--- src/rtl/uart_irq_pkg.sv ---
package uart_irq_pkg;

  localparam int N_SRC  = 4;
  localparam int CODE_W = 2;
  localparam int ID_W   = 8;

  typedef enum logic [CODE_W-1:0] {
    SRC_MODEM  = 2'b00,
    SRC_THRE   = 2'b01,
    SRC_RXDATA = 2'b10,
    SRC_LINE   = 2'b11
  } irq_src_e;

  // Reorder enable bits (register positions) into code-indexed positions.
  function automatic logic [N_SRC-1:0] en_by_code(logic [N_SRC-1:0] en);
    logic [N_SRC-1:0] r;
    r[SRC_RXDATA] = en[0];
    r[SRC_THRE]   = en[1];
    r[SRC_LINE]   = en[2];
    r[SRC_MODEM]  = en[3];
    return r;
  endfunction

  // Highest set index wins; index equals the reported code.
  function automatic irq_src_e pick_top(logic [N_SRC-1:0] act);
    irq_src_e c;
    c = SRC_MODEM;
    for (int i = 0; i < N_SRC; i++) begin
      if (act[i]) c = irq_src_e'(i);
    end
    return c;
  endfunction

  function automatic logic [ID_W-1:0] build_ident(logic any, irq_src_e code,
                                                  logic tmo, logic fifo);
    return {fifo, fifo, 2'b00, tmo, (any ? code : SRC_MODEM), ~any};
  endfunction

endpackage

--- src/rtl/irq_flag.sv ---
module irq_flag #(
  parameter bit EDGE_SET = 1'b0
) (
  input  logic clk,
  input  logic rst_n,
  input  logic sense,
  input  logic clr,
  output logic pend
);
  logic set_ev;

  generate
    if (EDGE_SET) begin : g_edge
      logic sense_d;
      always_ff @(posedge clk or negedge rst_n) begin
        if (!rst_n) sense_d <= 1'b0;
        else        sense_d <= sense;
      end
      assign set_ev = sense & ~sense_d;
    end else begin : g_level
      assign set_ev = sense;
    end
  endgenerate

  always_ff @(posedge clk or negedge rst_n) begin
    if (!rst_n) pend <= 1'b0;
    else        pend <= (pend | set_ev) & ~clr;
  end
endmodule

--- src/rtl/irq_prio_enc.sv ---
module irq_prio_enc
  import uart_irq_pkg::*;
(
  input  logic [N_SRC-1:0] act,
  input  logic             tmo_pend,
  input  logic             fifo_on,
  output logic [ID_W-1:0]  ident_nx
);
  logic     any;
  irq_src_e top;
  logic     tmo_bit;

  always_comb begin
    any      = |act;
    top      = pick_top(act);
    tmo_bit  = any & fifo_on & tmo_pend & (top == SRC_RXDATA);
    ident_nx = build_ident(any, top, tmo_bit, fifo_on);
  end
endmodule

--- src/rtl/uart_irq_ident.sv ---
module uart_irq_ident
  import uart_irq_pkg::*;
(
  input  logic        clk,
  input  logic        rst_n,
  input  logic [3:0]  irq_en,
  input  logic        rx_ready,
  input  logic        rx_timeout,
  input  logic        thr_empty,
  input  logic        line_err,
  input  logic        modem_delta,
  input  logic        fifo_on,
  input  logic        rd_ident,
  input  logic        rd_lstat,
  input  logic        rd_rxbuf,
  input  logic        rd_mstat,
  input  logic        wr_hold,
  output logic        irq,
  output logic [7:0]  ident
);
  logic [N_SRC-1:0] src_sense;
  logic [N_SRC-1:0] src_clr;
  logic [N_SRC-1:0] src_pend;
  logic [N_SRC-1:0] src_act;
  logic             tmo_pend;
  logic             thre_ack;
  logic [ID_W-1:0]  ident_nx;
  logic [ID_W-1:0]  ident_q;
  logic             irq_q;

  // Identification read acknowledges transmit-empty only when it is reported.
  assign thre_ack = rd_ident & ~ident_q[0] &
                    (ident_q[2:1] == SRC_THRE);

  always_comb begin
    src_sense[SRC_LINE]   = line_err;
    src_sense[SRC_RXDATA] = rx_ready;
    src_sense[SRC_THRE]   = thr_empty;
    src_sense[SRC_MODEM]  = modem_delta;
    src_clr[SRC_LINE]     = rd_lstat;
    src_clr[SRC_RXDATA]   = rd_rxbuf;
    src_clr[SRC_THRE]     = wr_hold | thre_ack;
    src_clr[SRC_MODEM]    = rd_mstat;
  end

  generate
    for (genvar i = 0; i < N_SRC; i++) begin : g_src
      irq_flag #(.EDGE_SET(i == int'(SRC_THRE))) u_flag (
        .clk   (clk),
        .rst_n (rst_n),
        .sense (src_sense[i]),
        .clr   (src_clr[i]),
        .pend  (src_pend[i])
      );
    end
  endgenerate

  irq_flag #(.EDGE_SET(1'b0)) u_tmo (
    .clk   (clk),
    .rst_n (rst_n),
    .sense (rx_timeout),
    .clr   (rd_rxbuf),
    .pend  (tmo_pend)
  );

  // Timeout shares the received-data level and enable.
  logic [N_SRC-1:0] pend_all;
  always_comb begin
    pend_all             = src_pend;
    pend_all[SRC_RXDATA] = src_pend[SRC_RXDATA] | tmo_pend;
    src_act              = pend_all & en_by_code(irq_en);
  end

  irq_prio_enc u_enc (
    .act      (src_act),
    .tmo_pend (tmo_pend),
    .fifo_on  (fifo_on),
    .ident_nx (ident_nx)
  );

  always_ff @(posedge clk or negedge rst_n) begin
    if (!rst_n) begin
      ident_q <= 8'h01;
      irq_q   <= 1'b0;
    end else begin
      ident_q <= ident_nx;
      irq_q   <= ~ident_nx[0];
    end
  end

  assign ident = ident_q;
  assign irq   = irq_q;
endmodule

--- config.mk ---
export PLATFORM = sky130hd
export DESIGN_NAME = uart_irq_ident
export DESIGN_NICKNAME = d
export VERILOG_FILES = /design/src/rtl/uart_irq_pkg.sv /design/src/rtl/irq_flag.sv /design/src/rtl/irq_prio_enc.sv /design/src/rtl/uart_irq_ident.sv
export SDC_FILE = /design/constraint.sdc
export NUM_CORES = 1
export LEC_CHECK = 0
export BUFFER_PORTS_ARGS = -buffer_cell sky130_fd_sc_hd__buf_2
export CORE_UTILIZATION = 30
export DETAILED_ROUTE_END_ITERATION = 6
export SYNTH_ARGS = -nofsm -noshare
export SYNTH_HDL_FRONTEND = slang
export SYNTH_SLANG_ARGS = --single-unit
--- constraint.sdc ---
create_clock -name clk -period 0.9 [get_ports clk]
set_clock_uncertainty 0.05 [all_clocks]
set_input_delay 0.09 -clock clk [delete_from_list [all_inputs] [get_ports clk]]
set_output_delay 0.09 -clock clk [all_outputs]
set_load 0.01 [all_outputs]
---- Word level (Yosys, flattened, before mapping) ----
Index checks and enable logic that the tools add are counted.
operators by class
  bitwise gates (word level) .............. 26
  equal/unequal tests ..................... 2
  multiplexer cells ....................... 4
  reductions and logical operators ........ 1
operator list
  operator                                             count
  bitwise AND 1 bit                                    11
  inverter 1 bit                                       7
  OR 1 bit                                             7
  2-to-1 mux 2 bit                                     3
  bitwise AND 4 bit                                    1
  OR reduction 4 bit                                   1
  equality test 2 x 1 -> 1 bit, second input constant  1
  equality test 2 bit, second input constant           1
  2-to-1 mux 1 bit                                     1
word-level totals
  output and inout port bits .............. 9
  logic and storage cells ................. 41
  bits in registers ....................... 12

---- Depth between registers and ports, before layout ----
  depth in word-level cells ............... 7
  mapped depth ............................ 2
  mapped depth without buffers ............ 2

---- By module ----
From an unflattened synthesis, not the netlist that was laid out.
unflattened totals
  cell total of the unflattened synthesis .. 41
  area, all modules ....................... 563.0 µm²
by module, submodules not included
  module                          area each (µm²)  times used  cells an instance  seq. area each (µm²)
  uart_irq_ident                  272.8            1           16                 226.5
  irq_flag (g_src[0].u_flag ...)  35.0             4           2                  25.0
  irq_prio_enc                    81.3             1           12                 0.0
  irq_flag (g_src[1].u_flag)      68.8             1           5                  50.0

---- Worst setup path before layout ----
No wires, ideal clock.
  kind .................................... register to register
  start ................................... register ident_q[0] (netlist: ident[0])
  end ..................................... register g_src[1].u_flag.pend
  path slack .............................. -0.010 ns
  arrival ................................. 0.766 ns
  required time ........................... 0.756 ns
  buffers on the path ..................... 0
  stages on the path, launching flop included .. 3
  cell sequence ........................... dfstp_2 > nor4bb_1 > a211oi_1
on the way
  word-level cells in the longest chain between the ends .. 6
RTL lines
  item                            RTL line              RTL
  start, declared                 uart_irq_ident.sv:28  logic [ID_W-1:0] ident_q;
  start signal, assigned          uart_irq_ident.sv:86  ident_q <= ident_nx;
  inverter 1 bit                  uart_irq_ident.sv:32  assign thre_ack = rd_ident & ~ident_q[0] &
  bitwise AND 1 bit (2 in a row)  uart_irq_ident.sv:32
  OR 1 bit                        uart_irq_ident.sv:42  src_clr[SRC_THRE] = wr_hold | thre_ack;
  inverter 1 bit                  irq_flag.sv:27        else pend <= (pend | set_ev) & ~clr;
  bitwise AND 1 bit               irq_flag.sv:27
  end signal, assigned            irq_flag.sv:27
  end, declared                   irq_flag.sv:8         output logic pend
No other way between the ends.

---- Final worst setup path ----
  start ................................... register ident_q[0] (netlist: ident[0])
  end ..................................... output port ident[0]
RTL lines
  item           RTL line              RTL
  end, declared  uart_irq_ident.sv:19  output logic [7:0] ident
No word-level cell between the ends.

==> run metrics <==
status finished, violations left; failing checks negative setup slack; internal power 0.945 mW; fmax 959 MHz; Gate power share 0.157; crit path kind reg -> out; maxcap violations 0; Fin. Hold Viols 0; hpwl dp ~600 um; routed vias roughly 390; clk buf depth 2; syn_area_per_cell 12.2 um2; delay-heaviest family, CP flip-flops; total die area approximately 1600 um2; Unique masters post-synth 16; synth top area cells dfrtp_1 63%, nor2_1 6.8%, dfstp_2 6.0%, buf_4 5.1%, a32o_1 2.3%; antenna cell count 0; chip width 40.3 um; Seq/Total Area, Yosys 0.685; Total Power 1.21 mW; final worst slack -143 ps; area leader, netlist dfrtp_1; Clk pwr share 0.342; synthesized instance count 36; # setup viols final 6; Yosys reg bits 12; setup TNS -218 ps; critical-path maximum fanout 2; first-pass GRT wire length 1320 um; Slew Limit Fails 0; Sw Ratio 0.221; design area between 700 and 800 um2; CTS tree yes; GR Util met3 0.0500; Ports 26; slowest CP cell dfstp_2; clk sinks 12; hold slack 23.5 ps; Synth Warn # 0; layout cell share with drive strength beyond 1 0.446; required time worst endpoint 760 ps; M1 GR Usage 0.142; GP Congestion 0.680; share of the synthesized area in the top cell type 0.625; DP Worst Slack 15.9 ps; Initial DRC Count 4; most frequent cells in the layout 20 x buf_2, 12 x dlygate4sd3_1, 11 x dfrtp_1; port bufs 23; Buffers & Inverters on Critical Path 1; Net Sw Power 0.269 mW; Placed Instance Area 556 um2; Overflow after GRT 0; min cycle time layout about 1000 ps; crit path DAT 900 ps; core area 1330 um2; Final Instance Count excl. Fillers 89; worst-path cell chain buf_6; Initial Utilization 0.330; largest net degree at the start of global routing 13; gr usage total 0.130; Avg WL per Cell 9.79 um; CTS HTree Levels 1; drt pass-1 iters 4; # DRC 0; crit start category flip-flop; Die Ht 40.3 um; Row Count 13; ANT nets after route 0; Flop pwr share 0.501; VDD IR-drop max 0.780 mV; vias per inst about 4.3; Worst-path clk slew about 70 ps; Crit path largest cell delay about 540 ps; P&R area growth vs syn 69.3%; Hold WC Path Type in -> reg; Mapped Area 440 um2; LEAKAGE 0.374 nW; Root Buffer clkbuf_4; gr busiest metal met2; drt total wl 871 um; RSZ-0062 raised after global routing true; commonest non-fill, non-tap cell in the layout buf_2; vias in the first global route approximately 340; met2 capacity usage during global routing 0.226; Fillers 113; Final Net Count 92; worst skew pair latency approximately 260 ps; PwrDens 1630 nW/um2; initial antenna violation count 0; # placed instances 72; post-layout util 0.559; cts bufs inserted 3; final period utilization 1.16; CP Capture Type output pin
## synth_stat cells
cell type  instances
a211oi_1           1
a22oi_1            1
a32o_1             1
and3_1             1
and4_2             1
buf_4              3
conb_1             1
dfrtp_1           11
dfstp_2            1
inv_1              1
nand2_1            2
nand2b_1           1
nand3_1            1
nor2_1             8
nor4bb_1           1
o21ai_2            1
## per-layer routing
layer / vias to the layer above / wire, um / share of wire
li1: 196 / - / -
met1: 172 / 352 / 0.40
met2: 17 / 444 / 0.51
met3: 2 / 61 / 0.070
met4: 0 / 12 / 0.014
met5: - / 0 / 0
## worst paths after layout
kind | startpoint | to | slack [ps] | cells after the start
min | irq_en[2] | ident[2] | 20 | 3
min reg2reg | g_src[0].u_flag.pend | g_src[0].u_flag.pend | 470 | 2
max reg2reg | ident[0] | g_src[1].u_flag.pend | -20 | 2
max | ident[0] | ident[0] | -140 | 1
min in group asynchronous | rst_n | u_tmo.pend | 170 | 2
max in group asynchronous | rst_n | ident[0] | 370 | 2
## worst min-delay path: stages
cell     delay (ps)
buf_2           100
nand2_2          70
nand2_1          50
## power by group through the flow
stage / combinational, mW / clock [mW] / sequential [mW]
finish: 0.191 / 0.414 / 0.608
global route: 0.217 / 0.457 / 0.613
CTS: 0.180 / 0.430 / 0.605
detailed placement: 0.134 / 0 / 0.615
global placement: 0.133 / 0 / 0.613
floorplan: 0.0533 / 0 / 0.625
## registers in the layout, summed over array words and instances, names as in the netlist
register                     cells
ident                            5
g_src.u_flag.pend                4
u_tmo.pend                       1
g_src.u_flag.g_edge.sense_d      1
irq                              1
## area by class of cell
class	count	area, um2	share of cell area
Clock buffer	4	36.3	0.0487
Sequential cell	12	302	0.404
Tap cell	15	18.8	0.0252
Multi-Input combinational cell	21	124	0.166
Timing Repair Buffer	36	262	0.351
Inverter	1	3.75	0.00503
## cell families after synthesis
logic type	Yosys count	share of synthesized area
other	1	0.00851
flip-flops	12	0.685
AO/OA/AOI/OAI	4	0.0767
AND/OR/NAND/NOR	15	0.170
buffers and inverters	4	0.0596
## repair_timing
item | CTS | global route
setup buffers | 0 | 1
hold buffers | 12 | 0
setup endpoints to repair | 8 | 12
endpoints found under the hold margin | 20 | 0
resized for setup | 1 | 4
pin swaps | 0 | 2
Power figures use the tool's default switching activity.
